<file path="src/rtl/cmd_reg_parity.sv">
module cmd_reg_parity #(
  parameter int ADDR_W = 16,
  parameter int BA_W   = 3,
  parameter int CKE_W  = 2,
  parameter int ODT_W  = 2
) (
  input  logic              clk,
  input  logic              rst_n,
  input  logic              quad_n,
  input  logic [3:0]        cs_n_in,
  input  logic [ADDR_W-1:0] addr_in,
  input  logic [BA_W-1:0]   ba_in,
  input  logic              ras_n_in,
  input  logic              cas_n_in,
  input  logic              we_n_in,
  input  logic [CKE_W-1:0]  cke_in,
  input  logic [ODT_W-1:0]  odt_in,
  input  logic              par_in,
  output logic [ADDR_W-1:0] addr_a,
  output logic [ADDR_W-1:0] addr_b,
  output logic [BA_W-1:0]   ba_a,
  output logic [BA_W-1:0]   ba_b,
  output logic              ras_n_a,
  output logic              ras_n_b,
  output logic              cas_n_a,
  output logic              cas_n_b,
  output logic              we_n_a,
  output logic              we_n_b,
  output logic [3:0]        cs_out_n,
  output logic [CKE_W-1:0]  cke_a,
  output logic [CKE_W-1:0]  cke_b,
  output logic [ODT_W-1:0]  odt_a,
  output logic [ODT_W-1:0]  odt_b,
  output logic              err_n
);
  localparam int CMD_W = ADDR_W + BA_W + 3;
  localparam logic [CMD_W-1:0] CMD_RST = {{(ADDR_W+BA_W){1'b0}}, 3'b111};

  logic [3:0]       cs_active_n;
  logic             one_sel;
  logic [CMD_W-1:0] cmd_d;
  logic [CMD_W-1:0] cmd_q [2];
  logic [CKE_W-1:0] cke_q [2];
  logic [ODT_W-1:0] odt_q [2];
  logic [3:0]       cs_q;
  logic             cap_q;
  logic             par_q;
  logic [1:0]       err_cnt;
  logic             par_bad;

  assign cs_active_n = quad_n ? {2'b11, cs_n_in[1:0]} : cs_n_in;
  assign one_sel     = ($countones(~cs_active_n) == 1);
  assign cmd_d       = {addr_in, ba_in, ras_n_in, cas_n_in, we_n_in};

  for (genvar g = 0; g < 2; g++) begin : gen_copy
    always_ff @(posedge clk or negedge rst_n) begin
      if (!rst_n) begin
        cmd_q[g] <= CMD_RST;
        cke_q[g] <= '0;
        odt_q[g] <= '0;
      end else begin
        if (one_sel) cmd_q[g] <= cmd_d;
        cke_q[g] <= cke_in;
        odt_q[g] <= odt_in;
      end
    end
  end

  always_ff @(posedge clk or negedge rst_n) begin
    if (!rst_n) begin
      cs_q  <= 4'hF;
      cap_q <= 1'b0;
      par_q <= 1'b0;
    end else begin
      cs_q  <= quad_n ? {cs_n_in[1:0], cs_n_in[1:0]} : cs_n_in;
      cap_q <= one_sel;
      if (one_sel) par_q <= par_in;
    end
  end

  assign par_bad = cap_q & (^{cmd_q[0], par_q});

  always_ff @(posedge clk or negedge rst_n) begin
    if (!rst_n)             err_cnt <= '0;
    else if (par_bad)       err_cnt <= 2'd2;
    else if (err_cnt != '0) err_cnt <= err_cnt - 2'd1;
  end

  assign err_n = (err_cnt == '0);

  assign {addr_a, ba_a, ras_n_a, cas_n_a, we_n_a} = cmd_q[0];
  assign {addr_b, ba_b, ras_n_b, cas_n_b, we_n_b} = cmd_q[1];
  assign cs_out_n = cs_q;
  assign cke_a    = cke_q[0];
  assign cke_b    = cke_q[1];
  assign odt_a    = odt_q[0];
  assign odt_b    = odt_q[1];
endmodule


</file>
<file path="config.mk">
export PLATFORM = sky130hd
export DESIGN_NAME = cmd_reg_parity
export DESIGN_NICKNAME = d
export VERILOG_FILES = /design/src/rtl/cmd_reg_parity.sv
export SDC_FILE = /design/constraint.sdc
export NUM_CORES = 1
export LEC_CHECK = 0
export BUFFER_PORTS_ARGS = -buffer_cell sky130_fd_sc_hd__buf_2
export CAP_MARGIN = 20
export CORE_UTILIZATION = 44
export CTS_CLUSTER_DIAMETER = 80
export CTS_CLUSTER_SIZE = 20
export DETAILED_ROUTE_END_ITERATION = 8
export PLACE_DENSITY_LB_ADDON = 0.08
export SYNTH_ARGS = -nofsm -noshare
export SYNTH_HDL_FRONTEND = slang
export SYNTH_SLANG_ARGS = --single-unit
</file>
<file path="constraint.sdc">
create_clock -name clk -period 2.5 [get_ports clk]
set_input_delay 0.125 -clock clk [delete_from_list [all_inputs] [get_ports clk]]
set_output_delay 0.125 -clock clk [all_outputs]
set_load 0.02 [all_outputs]
</file>
==> results of run 1 <==
[path summary, 6_finish.rpt]
check	to	slack [ps]	startpoint	cells past startpoint
worst min-delay path	ba_b[2]	70	ba_in[2]	2
worst max-delay path	ba_b[1]	70	cs_n_in[0]	10
max in group asynchronous	addr_b[11]	1580	rst_n	2
worst min register to register	err_cnt[0]	460	cap_q	1
worst max register to register	err_cnt[1]	640	ras_n_b	5
min in group asynchronous	ba_b[0]	430	rst_n	2
[power groups by stage]
stage,logic (W),clock network [W],registers (W)
after CTS,0.00183,0.000422,0.000920
after global routing,0.00201,0.000446,0.000950
final,0.00185,0.000410,0.000913
after floorplan,0.00137,0,0.00109
after detailed placement,0.00181,0,0.000929
after global placement,0.00179,0,0.000909
[through the flow]
stage / power [W] / area (um2)
CTS: 0.00317 / 2160
global route: 0.00340 / 2220
global placement: 0.00270 / 2000
finish: 0.00317 / 2220
floorplan: 0.00246 / 1670
detailed placement: 0.00274 / 2000
[registers in the layout (all words and copies together) (netlist names)]
name / count
cs_out_n: 4
cke_b: 2
par_q: 1
ba_b: 3
we_n_b: 1
addr_b: 16
cas_n_b: 1
err_cnt: 2
cap_q: 1
ras_n_b: 1
odt_b: 2
[worst max-delay path, stage by stage]
cell	delay [ps]
dlygate4sd3_1	520
buf_2	120
inv_1	60
fa_1	470
ha_1	240
ha_4	230
nor3b_4	220
buf_6	140
buf_4	140
mux2_2	330
[area by class of cell]
class                      instances  area, um2
clock buffer                       7       86.3
clock inverter                     1       5.00
fill                             316       1440
inverter                           4       15.0
multi-input combinational         57        611
sequential                        34        860
tap                               48       60.1
timing repair buffer             103        584
[layer usage]
metal	up-vias	global-route usage, %
met5	-	0
met2	50	30.6
li1	538	-
met1	552	18.0
met4	0	7.67
met3	4	3.44
[cells in the final DEF, fill, tap and decap left out, types with 2 or more instances in the layout]
cell type | Yosys | final
xnor2_1 | 16 | 16
inv_1 | 4 | 4
clkbuf_8 | 0 | 6
dlygate4sd3_1 | 0 | 7
ha_1 | 3 | 2
dfstp_2 | 7 | 7
mux2_2 | 25 | 25
buf_6 | 0 | 5
nor2_1 | 3 | 3
xor2_1 | 4 | 4
buf_2 | 0 | 90
dfrtp_1 | 27 | 27
[repair_timing]
action	CTS	global route
hold buffers	7	0
resized for setup	0	10
setup endpoints to repair	0	20
hold endpoints to repair	33	0
setup buffers	0	2
[cell families (layout without fill, tap and decap cells)]
| group | Yosys count | in the layout | share of synthesized area [%] |
|---|---|---|---|
| muxes | 25 | 25 | 16.9 |
| xor gates and xnor gates | 22 | 22 | 12.8 |
| DFF | 34 | 34 | 51.5 |
| buffers and inverters | 32 | 115 | 13.0 |
| AOI/OAI and AO/OA | 2 | 2 | 0.899 |
| and+or+nand+nor | 4 | 4 | 1.42 |
| adders and majority gates | 4 | 4 | 3.45 |
==> reports/metrics.csv, run 1 <==
metric;value;unit
grt_first_pass_wirelength;5090;um
pwr-share-seq;28.8;%
yosys_warnings;0;
viasPerCell;4.50;
dp_cells;235;
dp_slack;220;ps
postSynthCellCount;123;
antenna_cells;0;
power.share.clock;12.9;%
cts_max_path_buffers;2;
ys_seq_area_share;51.5;%
drc_errors;0;
fin_worst_skew;3.82;ps
hold_viol_final;0;
numCtsBuffers;5;
drt-initial-drc-count;31;
grt_overflow;0;
synth_top_cell_by_area;dfrtp_1;
async_flop_share;100;%
syn-num-nets;161;
start_kind;input port;
worst_pin_slew;738;ps
rows;22;
power_switching;0.00127;W
synth_top_flop_cell;dfrtp_1;
grt_max_degree;35;
boundaryPins;91;
die_w;63.6;um
min_period_over_period;97.1;%
clock-sinks;34;
p_comb_share;58.3;%
clk_pin_slew;70;ps
drv_slew;0;
yosysTopAreaCellShare;40.5;%
antenna_found_initial;0;
fin_nets;243;
grt_pass1_vias;1179;
fmax;412;MHz
power_density;1430;nW/um2
detail-route-antenna-nets;0;
io_buffers;90;
p_int;0.00191;W
htreeDepth;2;
fin_cells;254;
drive_gt1_share;67.0;%
worstPathRequired;2670;ps
avgRoutedWirePerCell;12.8;um
utilization;60.7;%
p_leak;1.10;nW
coreArea;3660;um2
switching_share;40.0;%
irDropWorstVdd;0.000736;V
tritoncts;done;
setup_ws;72.1;ps
relSlewSlack;50.8;%
dpl.hpwl;2310;um
setup_viol;0;
final.setup.tns;0;ps
yosys.cell_types.count;16;
outcome;finished clean;
wl_met2;1750;um
route.met3.wl;199;um
die_h;63.6;um
hp-class;in2reg;
fin_crit;2430;ps
avgSynthCellArea;13.6;um2
gp_congestion;0.684;
synth.most_common_cell;dfrtp_1;
synth_seq_cells;34;
arrival;2590;ps
netlist_area;1670;um2
crit_path_end_kind;register;
synth.area.top_cells;dfrtp_1 40%, mux2_2 17%, buf_4 12%;
dr.pass1.iters;4;
area_delta_synth_final;33.1;%
maxCapViolCount;0;
gr-usage-all-layers;16.7;%
routed.top_layer;met4;
clk_latency;280;ps
crit_type;in2reg;
hold_slack;69.7;ps
start_util;45.6;%
yosys-top-cells-count;27 x dfrtp_1, 26 x buf_4, 25 x mux2_2;
synth_edf_count;0;
vias;1144;
critPathMaxFanout;5;
wirelength;3250;um
die_area;4040;um2
wl_met1;1250;um
root_buffer;clkbuf_8;
(Power assumes the default switching activity.)
==> run 2, diff against run 1 <==
--- a/config.mk
+++ b/config.mk
@@ -5,9 +5,10 @@
 export SDC_FILE = /design/constraint.sdc
 export NUM_CORES = 1
 export LEC_CHECK = 0
+export ABC_AREA = 1
 export BUFFER_PORTS_ARGS = -buffer_cell sky130_fd_sc_hd__buf_2
 export CAP_MARGIN = 20
-export CORE_UTILIZATION = 44
+export CORE_UTILIZATION = 47
 export CTS_CLUSTER_DIAMETER = 80
 export CTS_CLUSTER_SIZE = 20
 export DETAILED_ROUTE_END_ITERATION = 8
==> run 2 against run 1 <==
Compared with the run above:
- final cell count up 54%
- sequential power up 2%
- non-clock buffer count down 4
- via count up 53%
- worst hold slack worse by 47 ps
- first-iteration DRC count up 130%
- sequential cell count unchanged
- worst setup slack better by 140 ps
- clock power about the same
- core utilization up 0.21 points
- sequential share of layout area down 3.7 points
- largest power group unchanged
==> reports/metrics.csv, run 2 <==
metric;value;unit
maxCapViolCount;0;
placed_cell_area;2300;um2
cp_cell_sequence;dlygate4sd3_1, buf_2, inv_1, fa_1, ha_1, ha_1, nor3_4, buf_4, inv_2, nand2_1, nand2_1;
worst_pin_slew;756;ps
fin_cells;392;
grt_overflow;0;
tritoncts;done;
power_density;1270;nW/um2
fin_crit;2290;ps
irDropWorstVdd;0.000532;V
viasPerCell;4.47;
antenna_cells;0;
die_area;4460;um2
wirelength;3840;um
slowest_delay;520;ps
crit_path_end_kind;register;
r2r-start;we_n_b;
synth-simple-area-share;28.2;%
htreeDepth;2;
fin_worst_skew;9.54;ps
p_leak;1.45;nW
synth_seq_cells;34;
gr-usage-all-layers;18.9;%
worstPathRequired;2680;ps
drive_gt1_share;33.3;%
avgRoutedWirePerCell;9.80;um
largest_reg_flops;16;
critPathMaxFanout;18;
synth_top_family_by_area;simple AND/OR/NAND/NOR gates;
arrival;2460;ps
async_flop_share;100;%
synth_top_cell_by_area;dfrtp_1;
cts_max_path_buffers;2;
drt-initial-drc-count;70;
vias;1752;
yosys-top-cells-count;128 x nand2_1, 27 x dfrtp_1, 26 x buf_4, 26 x inv_1, 16 x o21ai_1;
start_util;49.0;%
rsz0062_at_grt;no;
grt_pass1_vias;1499;
path_buf_inv;5;
gp_congestion;0.749;
hold_viol_final;0;
multi_input_area;800;um2
synth-xor-area-share;3.99;%
crit_family;buffers and inverters;
fillCellCount;401;
numCtsBuffers;5;
clock-sinks;34;
drc_errors;0;
dpl.hpwl;2880;um
regArea;860;um2
avgSynthCellArea;7.42;um2
critPathSlowestCell;dlygate4sd3_1;
synth-compound-area-share;5.07;%
yosys.cell_types.count;20;
synth_edf_count;0;
clk_pin_slew;70;ps
rows;23;
startpoint;cs_n_in[0];
layout_common_cells;128 x nand2_1, 90 x buf_2, 27 x dfrtp_1, 26 x inv_1, 16 x o21ai_1;
io_buffers;90;
netlist_area;1970;um2
dp_cells;378;
ctsResizeCount;0;
synth.area.top_cells;dfrtp_1 34%, nand2_1 24%, buf_4 9.9%;
drv_slew;0;
synth.most_common_cell;nand2_1;
worst_hold_startpoint;quad_n;
relSlewSlack;49.6;%
synth_top_flop_cell;dfrtp_1;
dr.pass1.iters;4;
fin_nets;380;
die_h;66.8;um
setup_viol;0;
syn-num-nets;304;
synthAdderAreaFrac;2.92;%
clk_latency;280;ps
min_period_over_period;91.4;%
die_w;66.8;um
final.setup.tns;0;ps
outcome;finished clean;
yosys_warnings;0;
hp-class;in2reg;
crit_type;in2reg;
ys_seq_area_share;43.5;%
grt_first_pass_wirelength;6240;um
area_delta_synth_final;24.2;%
yosysTopAreaCellShare;34.2;%
layout_commonest_cell;nand2_1;
fmax;438;MHz
grt_max_degree;35;
detail-route-antenna-nets;0;
boundaryPins;91;
coreArea;4030;um2
design_area;2450;um2
postSynthCellCount;266;
root_buffer;clkbuf_8;
start_kind;input port;
synthMuxAreaShare;0;%
antenna_found_initial;0;
[run 2: metal layers]
metal | up-vias | global-route usage, % | share of wire, %
met1 | 769 | 21.5 | 42
met3 | 5 | 6.68 | 6.7
met2 | 54 | 32.4 | 50
li1 | 924 | - | -
met5 | - | 0 | 0
met4 | 0 | 6.38 | 1.2
[run 2: worst paths after layout]
path	end	slack, ps	cells after the start
worst min-delay path	cs_out_n[3]	20	2
worst max register to register	err_cnt[0]	1030	13
max in group asynchronous	ba_b[0]	1570	2
min in group asynchronous	addr_b[6]	450	2
worst max-delay path	addr_b[11]	210	11
worst min register to register	err_cnt[1]	490	2
[run 2: area by class of cell]
cell class | count | share of cell area (%)
timing repair buffer | 99 | 21.8
multi-input combinational | 173 | 32.6
tap | 50 | 2.55
inverter | 29 | 4.44
sequential | 34 | 35.1
clock buffer | 7 | 3.52
[run 2: what timing repair did]
| action | CTS | global route |
|---|---|---|
| hold buffers | 7 | 0 |
| setup endpoints to repair | 0 | 0 |
| buffers inserted | 0 | 0 |
| hold endpoints to repair | 33 | 0 |
[run 2: report_power, final]
| group | internal (W) | total [W] | switching [W] |
|---|---|---|---|
| Clock | 0.000219 | 0.000410 | 0.000192 |
| Sequential | 0.000737 | 0.000930 | 0.000194 |
| Combinational | 0.000634 | 0.00177 | 0.00113 |
| Total | 0.00159 | 0.00311 | 0.00152 |
[run 2: cells by family (layout without fill, tap and decap cells)]
| family | after synthesis | in the layout |
|---|---|---|
| XOR/XNOR | 9 | 9 |
| flip-flops | 34 | 34 |
| AO/OA/AOI/OAI | 20 | 20 |
| AND/OR/NAND/NOR | 140 | 140 |
| adder cells (fa/ha/maj) | 4 | 4 |
| buffers and inverters | 59 | 135 |
[run 2: per-stage QoR]
step	utilization (%)	setup WS (ps)	power [W]	hold WS [ps]
floorplan	-	508	0.00242	-171
global placement	57.0	418	0.00268	233
detailed placement	57.0	334	0.00272	235
CTS	60.9	194	0.00314	17.8
global route	60.9	95.9	0.00344	21.4
finish	60.9	215	0.00311	23.0
[run 2: worst register-to-register path, delay by kind of cell, from the launching register on]
family	cells	cell delay, ps
buf+inv	3	150
simple gates	10	670
flops	1	560
==> run 3, diff against run 2 <==
--- a/config.mk
+++ b/config.mk
@@ -8,7 +8,9 @@
 export ABC_AREA = 1
 export BUFFER_PORTS_ARGS = -buffer_cell sky130_fd_sc_hd__buf_2
 export CAP_MARGIN = 20
-export CORE_UTILIZATION = 47
+export CELL_PAD_IN_SITES_DETAIL_PLACEMENT = 0
+export CELL_PAD_IN_SITES_GLOBAL_PLACEMENT = 1
+export CORE_UTILIZATION = 32
 export CTS_CLUSTER_DIAMETER = 80
 export CTS_CLUSTER_SIZE = 20
 export DETAILED_ROUTE_END_ITERATION = 8
==> run 3 against run 2 <==
Compared with the run above:
- sequential power is essentially flat
- global-route usage shrank 4.7 points
- via count shrank 0.17%
- final cell count grew 6.6%
- die area grew 45%
- fmax shrank 0.31%
- clock skew shrank 3.7 ps
- clock-buffer cell count is the same
- final area grew 2.0%
- critical path type unchanged
- critical endpoint is now addr_b[15]
==> reports/metrics.csv, run 3 (synthesized netlist as in run 2, its figures left out) <==
metric;value;unit
dpl.hpwl;3120;um
layout_common_cells;128 x nand2_1, 90 x buf_2, 27 x dfrtp_1, 26 x inv_1, 16 x o21ai_1;
io_buffers;90;
irDropWorstVdd;0.000417;V
layout_commonest_cell;nand2_1;
largest_reg_flops;16;
boundaryPins;91;
dr.pass1.iters;4;
wirelength;4100;um
ctsResizeCount;0;
relSlewSlack;46.9;%
drc_errors;0;
grt_max_degree;35;
critPathMaxFanout;30;
grt_first_pass_wirelength;7050;um
multi_input_area;800;um2
vias;1749;
maxCapViolCount;0;
fin_worst_skew;5.80;ps
detail-route-antenna-nets;0;
htreeDepth;2;
area_delta_synth_final;26.7;%
grt_pass1_vias;1608;
cts_max_path_buffers;2;
start_util;33.3;%
fin_nets;380;
cts_setup_buffers;0;
fmax;436;MHz
utilization;42.2;%
min_period_over_period;91.7;%
die_w;80.6;um
avgRoutedWirePerCell;9.82;um
hold_viol_final;0;
crit_path_end_kind;register;
gp_congestion;0.703;
placed_cell_area;2340;um2
worst_pin_slew;796;ps
grt_overflow;0;
fin_crit;2290;ps
antenna_cells;0;
arrival;2460;ps
crit_type;in2reg;
start_kind;input port;
antenna_found_initial;0;
regArea;860;um2
hp-class;in2reg;
gr-usage-all-layers;14.2;%
drv_slew;0;
power_density;1250;nW/um2
clk_latency;280;ps
clk_pin_slew;70;ps
die_h;80.6;um
final.setup.tns;0;ps
coreArea;5920;um2
root_buffer;clkbuf_8;
rows;28;
worstPathRequired;2670;ps
p_leak;1.46;nW
drive_gt1_share;33.5;%
die_area;6490;um2
fillCellCount;632;
drt-initial-drc-count;48;
numCtsBuffers;5;
tritoncts;done;
viasPerCell;4.18;
outcome;finished clean;
rsz0062_at_grt;no;
design_area;2500;um2
hold_slack;25.4;ps
clock-sinks;34;
setup_viol;0;
==> run 3: cell types whose count changed in the layout (fill, tap and decap cells not counted), sizes merged <==
cell,change
clkinv,+1
==> run 3: per-stage QoR <==
| stage | instances | total power, W | worst slack (ps) |
|---|---|---|---|
| after floorplan | 266 | 0.00242 | 508 |
| after global placement | 403 | 0.00274 | 403 |
| after detailed placement | 403 | 0.00275 | 325 |
| after CTS | 418 | 0.00320 | 214 |
| after global routing | 418 | 0.00346 | 75.5 |
| final | 418 | 0.00313 | 208 |
==> run 3: worst max-delay path, cell delays in order <==
cell           delay, ps
dlygate4sd3_1        530
buf_2                130
inv_1                 80
fa_1                 430
ha_1                 210
ha_1                 300
nor3_4               250
buf_12               210
inv_2                 90
nand2_1               70
nand2_1               50
==> run 3: area by class of cell <==
cell class	count	area share [%]
timing repair buffer	99	21.9
clock buffer	7	3.45
sequential	34	34.4
tap	75	3.75
clock inverter	1	0.200
multi-input combinational	173	32.0
inverter	29	4.35
==> run 3: final timing paths <==
| check | endpoint | start | cells past startpoint | slack (ps) |
|---|---|---|---|---|
| max | addr_b[15] | cs_n_in[1] | 11 | 210 |
| min | cs_out_n[3] | quad_n | 2 | 30 |
| max reg2reg | err_cnt[0] | ba_b[0] | 10 | 1020 |
| min reg2reg | err_cnt[1] | err_cnt[1] | 2 | 490 |
| max in group asynchronous | ba_b[2] | rst_n | 2 | 1530 |
| min in group asynchronous | err_cnt[0] | rst_n | 2 | 460 |
==> run 3: where the power goes <==
part,total [W],internal [W],switching [W]
Clock,0.000410,0.000222,0.000188
Combinational,0.00179,0.000642,0.00115
Sequential,0.000928,0.000737,0.000191
Total,0.00313,0.00160,0.00153
==> run 3: repair_timing <==
action / CTS / global route
hold buffers: 7 / 0
setup endpoints to repair: 0 / 0
endpoints found under the hold margin: 33 / 0
==> run 3: per-layer routing <==
| metal | wire, um | share of wire [%] | up-vias | global-route usage [%] |
|---|---|---|---|---|
| met5 | 0 | 0 | - | 0 |
| met4 | 46 | 1.1 | 0 | 5.36 |
| met3 | 227 | 5.5 | 4 | 4.20 |
| met2 | 2020 | 49 | 44 | 24.6 |
| met1 | 1810 | 44 | 775 | 16.3 |
| li1 | - | - | 926 | - |
